==> src/rtl/pnq_pkg.sv <==
`timescale 1ns/1ps
package pnq_pkg;
    localparam int STAT_BYTE_W = 8;
    localparam int STAT_W      = 2 * STAT_BYTE_W;

    // One byte of the host status word: flag on top, number below
    typedef struct packed {
        logic                   empty;
        logic [STAT_BYTE_W-2:0] field;
    } pnq_byte_t;
endpackage

==> src/rtl/pnq_queue.sv <==
`timescale 1ns/1ps
module pnq_queue #(
    parameter int DEPTH = 4,
    parameter int NUM_W = 6
) (
    input  logic             clk,
    input  logic             rst_n,
    input  logic             push,
    input  logic [NUM_W-1:0] push_num,
    input  logic             pop,
    output logic [NUM_W-1:0] head_num,
    output logic             empty,
    output logic             overflow
);
    localparam int PTR_W = (DEPTH > 1) ? $clog2(DEPTH) : 1;
    localparam int CNT_W = $clog2(DEPTH + 1);

    typedef struct packed {
        logic [DEPTH-1:0][NUM_W-1:0] mem;
        logic [PTR_W-1:0]            wr;
        logic [PTR_W-1:0]            rd;
        logic [CNT_W-1:0]            cnt;
        logic                        ovf;
    } q_state_t;

    q_state_t s_d, s_q;

    function automatic logic [PTR_W-1:0] ptr_next(input logic [PTR_W-1:0] p);
        return (p == PTR_W'(DEPTH - 1)) ? '0 : p + PTR_W'(1);
    endfunction

    logic full_w, empty_w, push_ok, pop_ok;

    always_comb begin
        s_d     = s_q;
        full_w  = (s_q.cnt == CNT_W'(DEPTH));
        empty_w = (s_q.cnt == '0);
        push_ok = push && !full_w;
        pop_ok  = pop && !empty_w;

        if (push && full_w) begin
            s_d.ovf = 1'b1;
        end
        if (push_ok) begin
            s_d.mem[s_q.wr] = push_num;
            s_d.wr          = ptr_next(s_q.wr);
        end
        if (pop_ok) begin
            s_d.rd = ptr_next(s_q.rd);
        end
        case ({push_ok, pop_ok})
            2'b10:   s_d.cnt = s_q.cnt + CNT_W'(1);
            2'b01:   s_d.cnt = s_q.cnt - CNT_W'(1);
            default: s_d.cnt = s_q.cnt;
        endcase
    end

    always_ff @(posedge clk or negedge rst_n) begin
        if (!rst_n) begin
            s_q <= '0;
        end else begin
            s_q <= s_d;
        end
    end

    assign head_num = s_q.mem[s_q.rd];
    assign empty    = (s_q.cnt == '0);
    assign overflow = s_q.ovf;
endmodule

==> src/rtl/pnq_status_pack.sv <==
`timescale 1ns/1ps
module pnq_status_pack #(
    parameter int NUM_W = 6
) (
    input  logic                       rx_empty,
    input  logic [NUM_W-1:0]           rx_head,
    input  logic                       tx_empty,
    input  logic [NUM_W-1:0]           tx_head,
    output logic [pnq_pkg::STAT_W-1:0] word
);
    localparam int PAD_W = pnq_pkg::STAT_BYTE_W - 1 - NUM_W;

    pnq_pkg::pnq_byte_t rx_b, tx_b;

    always_comb begin
        rx_b.empty = rx_empty;
        rx_b.field = rx_empty ? '0 : {{PAD_W{1'b0}}, rx_head};
        tx_b.empty = tx_empty;
        tx_b.field = tx_empty ? '0 : {{PAD_W{1'b0}}, tx_head};
        word       = {rx_b, tx_b};
    end
endmodule

==> src/rtl/pktnum_status_fifos.sv <==
`timescale 1ns/1ps
module pktnum_status_fifos #(
    parameter int DEPTH = 4,
    parameter int NUM_W = 6
) (
    input  logic                       clk,
    input  logic                       rst_n,
    input  logic                       rx_push,
    input  logic [NUM_W-1:0]           rx_push_num,
    input  logic                       tx_push,
    input  logic [NUM_W-1:0]           tx_push_num,
    input  logic                       rx_remove_a,
    input  logic                       rx_remove_b,
    input  logic                       tx_int_ack,
    output logic [pnq_pkg::STAT_W-1:0] status_word,
    output logic                       rx_int,
    output logic                       tx_int,
    output logic                       rx_ovf,
    output logic                       tx_ovf
);
    logic             rx_pop;
    logic             rx_empty, tx_empty;
    logic [NUM_W-1:0] rx_head, tx_head;

    assign rx_pop = rx_remove_a | rx_remove_b;

    pnq_queue #(.DEPTH(DEPTH), .NUM_W(NUM_W)) u_rx_q (
        .clk      (clk),
        .rst_n    (rst_n),
        .push     (rx_push),
        .push_num (rx_push_num),
        .pop      (rx_pop),
        .head_num (rx_head),
        .empty    (rx_empty),
        .overflow (rx_ovf)
    );

    pnq_queue #(.DEPTH(DEPTH), .NUM_W(NUM_W)) u_tx_q (
        .clk      (clk),
        .rst_n    (rst_n),
        .push     (tx_push),
        .push_num (tx_push_num),
        .pop      (tx_int_ack),
        .head_num (tx_head),
        .empty    (tx_empty),
        .overflow (tx_ovf)
    );

    pnq_status_pack #(.NUM_W(NUM_W)) u_pack (
        .rx_empty (rx_empty),
        .rx_head  (rx_head),
        .tx_empty (tx_empty),
        .tx_head  (tx_head),
        .word     (status_word)
    );

    assign rx_int = !rx_empty;
    assign tx_int = !tx_empty;
endmodule

==> config.mk <==
export PLATFORM = sky130hd
export DESIGN_NAME = pktnum_status_fifos
export DESIGN_NICKNAME = d
export VERILOG_FILES = /design/src/rtl/pnq_pkg.sv /design/src/rtl/pnq_queue.sv /design/src/rtl/pnq_status_pack.sv /design/src/rtl/pktnum_status_fifos.sv
export SDC_FILE = /design/constraint.sdc
export NUM_CORES = 1
export LEC_CHECK = 0
export BUFFER_PORTS_ARGS = -buffer_cell sky130_fd_sc_hd__buf_2
export CORE_ASPECT_RATIO = 0.5
export CORE_MARGIN = 2
export CORE_UTILIZATION = 36
export CTS_CLUSTER_SIZE = 24
export DETAILED_ROUTE_END_ITERATION = 12
export GPL_ROUTABILITY_DRIVEN = 0
export PLACE_DENSITY = 0.52
export RECOVER_POWER = 25
export SYNTH_ARGS = -nofsm -noshare
export SYNTH_HDL_FRONTEND = slang
export SYNTH_SLANG_ARGS = --single-unit
==> constraint.sdc <==
create_clock -name clk -period 3 [get_ports clk]
set_clock_uncertainty 0.15 [all_clocks]
set_input_delay 0.45 -clock clk [delete_from_list [all_inputs] [get_ports clk]]
set_output_delay 0.45 -clock clk [all_outputs]
set_load 0.02 [all_outputs]
==> summary.txt, run 1 <==
Hold Path Class - in -> reg
CP Cell Sequence - mux4_2 -> and2_1 -> buf_2
Critical Path Slowest Stage Cell - dfrtp_1
commonest non-fill, non-tap cell in the layout - dfrtp_1
die width - 136 um
share of cells above drive strength 1 - 45.9%
Num CTS Buffers - 9
first-pass GRT wire length - 9870 um
Iteration-0 DRC Markers - 52
Seq pwr share - 35.1%
largest net degree at the start of global routing - 34
Synth-to-Final Area Change - 19.1%
critical path class - reg -> out
io pins - 39
combinational share of power - 41.6%
switching power - 1570 uW
clk_lat worst skew - 330 ps
final hold vios - 0
most frequent cells in the layout - dfrtp_1 (64), mux2_2 (54), buf_2 (35), nor2_1 (14), inv_1 (13)
Pleak - 0.00168 uW
antenna violations before repair - 0
CTS resizes - 0
slew margin rel. - -18.2%
Total GRT Usage - 14.0%
input/output buffers - 36
Die Y - 69.8 um
final worst path period need - 2480 ps
CP max stage delay - 640 ps
Mean Syn Cell Area - 14.0 um^2
failing checks - max-capacitance violations, max-slew violations
register area share after synthesis - 51.3%
Switching Fraction - 33.5%
vias in the first global route - 1921
Root Buffer - clkbuf_16
maxcap violations - 1
Crit path arrival time - 1880 ps
postcts setup bufs - 0
remaining global-route overflow - 0
RSZ-0062 raised after global routing - false
CTS Sinks - 64
DR vias - 1808
initial core utilization - 38.0%
FMAX - 0.403 GHz
diode count - 0
Crit path max-delay family - flip-flops
core area - 8200 um^2
Reg clk slew, reported paths - 50 ps
Max H-tree Level - 3
Final Cycle Share - 82.7%
Power Density - 1260 nW/um^2
CTS tree - done
Final Instance Area - 3720 um^2
Rows - 23
synthesized area - 3120 um^2
synthesis-stage register bit count - 64
Worst Path Buf+Inv - 1
VDD IR-drop max - 0.436 mV
Post-Route WL - 5820 um
Synth cell types - 25
Cells after Synth - 223
drt drc - 0
CP max FO - 9
WP data required - 2400 ps
die area - 9470 um^2
clock power share - 23.3%
Slew Viols, Final - 34
TNS Setup - 0 ps
routed len/inst - 15.3 um
Final setup viols - 0
Crit. End Element - primary output
Area after DPL - 3400 um^2
nets@finish - 296
vias per cell - 4.76
internal power - 3120 uW
CP startpoint kind - flip-flop
yosys warns - 0
Clock Path Buffers - 2
Tightest Pin Transition - 1770 ps
status - finished with violations
hpwl dp - 4110 um
cts hold-fix bufs - 0
TritonRoute pass-1 iters - 4
post-route ant nets - 0
==> worst reg2reg max path, stage by stage, from the launching register on <==
cell and delay, ps:
dfrtp_1 410, or3_1 530, o21ai_2 160, inv_1 70, ha_1 210, inv_1 70, fa_1 410, o21ai_0 170
==> cells by family after synthesis <==
logic type,after synthesis,share of synthesized area [%]
xor+xnor,6,1.68
flops,64,51.3
mux,69,29.4
buf+inv,23,3.37
compound gates,4,0.922
fa+ha+maj,14,6.09
simple gates,42,7.06
other cells,1,0.120
==> flip-flops by register name (all words and copies together), names as in the netlist <==
name             count
u_tx_q.overflow      1
u_tx_q.s_q          31
u_rx_q.overflow      1
u_rx_q.s_q          31
==> path summary, 6_finish.rpt <==
kind | depth (start not counted) | end | slack (ps) | from
max | 3 | status_word[10] | 520 | u_rx_q.s_q[4]$_DFFE_PN0P_
min | 2 | u_rx_q.s_q[10]$_DFFE_PN0P_ | 240 | rx_push_num[2]
max reg2reg | 7 | u_rx_q.s_q[2]$_DFFE_PN0P_ | 730 | u_rx_q.s_q[2]$_DFFE_PN0P_
min reg2reg | 1 | u_tx_q.overflow$_DFFE_PN0P_ | 310 | u_tx_q.overflow$_DFFE_PN0P_
max in group asynchronous | 2 | u_rx_q.s_q[3]$_DFFE_PN0P_ | 790 | rst_n
min in group asynchronous | 1 | u_tx_q.s_q[29]$_DFFE_PN0P_ | 440 | rst_n
==> per-layer routing <==
metal / GRT usage (%) / share of wire (%)
met1: 17.5 / 47
met2: 21.8 / 47
met4: 6.60 / 2.0
met5: 0 / 0
met3: 4.61 / 4.2
==> metrics by stage <==
stage                     total power, uW  hold WS (ps)  cells  util [%]  setup WS (ps)
after floorplan                      3140          4.41    224         -            777
after global placement               3600           296    364      41.5            765
after detailed placement             3660           303    364      41.5            713
after CTS                            4780          54.7    380      45.4            487
after global routing                 5050           243    380      45.3            284
final                                4690           243    380      45.3            520
==> cell type report <==
class	count	area, um^2
multi-input cells	137	1420
fillers	763	4480
clock buffers	14	284
flip-flops and latches	64	1600
inverters	13	48.8
repair buffers	38	190
clock inverters	2	35.0
well taps	112	140
==> power groups by stage <==
stage	logic [uW]	registers, uW	clock network [uW]
6_report	1950	1650	1090
5_1_grt	2160	1720	1160
4_1_cts	2000	1660	1120
3_5_place_dp	1990	1670	0
3_3_place_gp	1950	1650	0
2_1_floorplan	1620	1520	0
==> cell usage after synthesis <==
master | instances | area share [%]
mux4_2 | 12 | 8.7
a21o_1 | 2 | 0.48
and2_4 | 1 | 0.28
nand2b_1 | 2 | 0.40
and2_1 | 12 | 2.4
inv_1 | 13 | 1.6
buf_4 | 4 | 0.96
nor2_1 | 14 | 1.7
dfrtp_1 | 64 | 51
o21ai_2 | 1 | 0.28
buf_1 | 2 | 0.24
fa_1 | 2 | 1.3
nand2_1 | 9 | 1.1
mux2i_1 | 1 | 0.32
conb_1 | 1 | 0.12
xnor2_1 | 2 | 0.56
clkbuf_1 | 1 | 0.12
o21ai_0 | 1 | 0.16
ha_1 | 12 | 4.8
or3_1 | 2 | 0.40
mux2_4 | 2 | 0.96
buf_2 | 3 | 0.48
mux2_2 | 54 | 19
nor3b_2 | 2 | 0.80
xor2_1 | 4 | 1.1
No activity file was read; power rests on OpenSTA's default activity.
==> run 2, diff against run 1 <==
clock period = 2.55 ns   (was 3 ns; I/O delays follow)
==> run 2 against run 1 <==
The flow still finishes with violations (max-capacitance violations, max-slew violations); flip-flop and latch count stayed put; clock-buffer cell count is 2 lower; worst hold slack worse by 64 ps; non-clock buffer count is 11 higher; sequential share of layout area is 0.50 points lower; worst setup slack worse by 380 ps; design area is 1.2% higher; via count is 1.4% higher; cell count is 2.6% higher; clock power hardly changed; largest cell class unchanged.
==> summary.txt, run 2 (synthesis results as in run 1) <==
core area - 8200 um^2 (unchanged)
Final setup viols - 0 (unchanged)
Slew Viols, Final - 29 (-15%)
largest registers - u_rx_q.s_q (31), u_tx_q.s_q (31)
io pins - 39 (unchanged)
placed insts - 374 (+2.7%)
CP startpoint kind - flip-flop
diode count - 0 (unchanged)
TNS Setup - 0 ps (unchanged)
first-pass GRT wire length - 10200 um (+3.6%)
Power Density - 1450 nW/um^2 (+15%)
most frequent cells in the layout - dfrtp_1 (63), mux2_2 (54), buf_2 (33), nor2_1 (14), inv_1 (13)
Iteration-0 DRC Markers - 53 (+1.9%)
commonest non-fill, non-tap cell in the layout - dfrtp_1
Hold Path Class - in -> reg
critical path class - reg -> out
CTS tree - done
CP max stage delay - 650 ps (about the same)
RSZ-0062 raised after global routing - false
Crit. End Element - primary output
Rows - 23 (unchanged)
switching power - 1870 uW (+19%)
CP Cell Sequence - mux4_2 -> and2_1 -> buf_2
largest net degree at the start of global routing - 37 (+8.8%)
final instance count without filler cells - 390 (+2.6%)
Max H-tree Level - 3 (unchanged)
vias in the first global route - 2030 (+5.7%)
Critical Path Slowest Stage Cell - dfrtp_1
WP data required - 2020 ps (-380 ps)
Final Cycle Share - 94.6%
die width - 136 um (unchanged)
# fillers - 762 (-0.13%)
Clock Path Buffers - 2 (unchanged)
nets@finish - 307 (+3.7%)
DR vias - 1833 (+1.4%)
drt drc - 0 (unchanged)
Pleak - 0.00171 uW (+1.8%)
die area - 9470 um^2 (unchanged)
Area after DPL - 3490 um^2 (+2.6%)
slew margin rel. - -8.32% (+9.9 points)
Final Instance Area - 3760 um^2 (+1.2%)
multi-input logic area - 1410 um^2 (-0.35%)
Switching Fraction - 34.4% (+0.86 points)
routed len/inst - 15.5 um (+1.1%)
vias per cell - 4.70 (-1.2%)
Synth-to-Final Area Change - 20.6%
CP max FO - 9 (unchanged)
status - finished with violations
antenna violations before repair - 0 (unchanged)
final worst path period need - 2410 ps
post-route ant nets - 0 (unchanged)
TritonRoute pass-1 iters - 4 (unchanged)
combinational share of power - 43.6% (+2.0 points)
maxcap violations - 1 (unchanged)
FMAX - 0.414 GHz
internal power - 3570 uW (+15%)
initial core utilization - 38.0% (unchanged)
Seq pwr share - 35.9% (+0.8 points)
remaining global-route overflow - 0 (unchanged)
VDD IR-drop max - 0.583 mV (+34%)
Tightest Pin Transition - 1620 ps (-148 ps)
Num CTS Buffers - 9 (unchanged)
share of cells above drive strength 1 - 46.8% (+0.87 points)
Total GRT Usage - 14.6% (+0.66 points)
Post-Route WL - 6040 um (+3.8%)
clk_lat worst skew - 330 ps (about the same)
Seq. cell area - 1600 um^2 (about the same)
Reg clk slew, reported paths - 50 ps (about the same)
Root Buffer - clkbuf_16
final hold vios - 0 (unchanged)
input/output buffers - 36 (unchanged)
Util after Layout - 45.9% (+0.56 points)
clock power share - 20.5% (-2.8 points)
Die Y - 69.8 um (unchanged)
Crit path arrival time - 1880 ps (about the same)
failing checks - max-capacitance violations, max-slew violations
CTS Sinks - 64 (unchanged)
hpwl dp - 4150 um (+1.1%)
==> run 2: cell count changes in the layout (fill, tap and decap cells not counted) <==
cell,change
clkinv_2,+1
clkbuf_1,+2
clkbuf_8,-2
bufinv_16,-1
buf_4,+9
buf_12,+1
dlygate4sd3_1,+1
clkinvlp_4,+1
dfrtp_2,+1
dfrtp_1,-1
buf_2,-2
nor3b_1,+1
nor3b_2,-1
==> run 2: repair_timing <==
action | 4_1_cts | 5_1_grt
hold buffers | 1 | 0
setup buffers | 0 | 0
endpoints found under the setup margin | 0 | 5
gates resized for setup | 0 | 1
endpoints found under the hold margin | 28 | 0
==> run 2: final timing paths <==
check / startpoint / to / slack [ps] / depth (start not counted)
max in group asynchronous: rst_n / u_tx_q.s_q[28]$_DFFE_PN0P_ / 440 / 2
worst max-delay path: u_rx_q.s_q[4]$_DFFE_PN0P_ / status_word[10] / 140 / 3
worst max register to register: u_tx_q.s_q[1]$_DFFE_PN0P_ / u_tx_q.s_q[3]$_DFFE_PN0P_ / 300 / 8
worst min-delay path: rx_push_num[2] / u_rx_q.s_q[28]$_DFFE_PN0P_ / 180 / 2
worst min register to register: u_rx_q.overflow$_DFFE_PN0P_ / u_rx_q.overflow$_DFFE_PN0P_ / 300 / 1
min in group asynchronous: rst_n / u_tx_q.s_q[29]$_DFFE_PN0P_ / 870 / 2
==> run 2: power by group through the flow <==
| stage | logic (uW) | clock network, uW | registers (uW) |
|---|---|---|---|
| after CTS | 2430 | 1160 | 1960 |
| after floorplan | 1910 | 0 | 1790 |
| after detailed placement | 2420 | 0 | 1970 |
| final | 2370 | 1120 | 1950 |
| after global routing | 2620 | 1210 | 2050 |
| after global placement | 2360 | 0 | 1940 |
==> run 2: final cells by class <==
| cell class | instances | share of cell area (%) |
|---|---|---|
| inverter | 13 | 1.30 |
| clock buffer | 12 | 6.82 |
| multi-input combinational | 137 | 37.5 |
| tap | 112 | 3.72 |
| timing repair buffer | 49 | 7.58 |
| clock inverter | 3 | 0.465 |
| sequential | 64 | 42.6 |
==> run 2: stage by stage <==
stage | hold WS [ps] | power, uW | setup slack (ps)
after floorplan | -63.1 | 3690 | 327
after global placement | 285 | 4300 | 376
after detailed placement | 295 | 4400 | 277
after CTS | 167 | 5560 | 84.0
after global routing | 180 | 5880 | 18.3
final | 178 | 5450 | 137
==> run 2: routing by layer <==
layer,share of wire [%],track usage [%]
met2,47,23.4
met5,0,0
met3,4.8,4.53
met1,46,18.2
met4,2.0,6.60
==> run 2: worst max-delay path: cells and delay by family (launching register included) <==
kind	cells	cell delay, ps
buffers and inverters	1	160
multiplexers	1	550
AND/OR/NAND/NOR	1	190
flip-flops	1	650
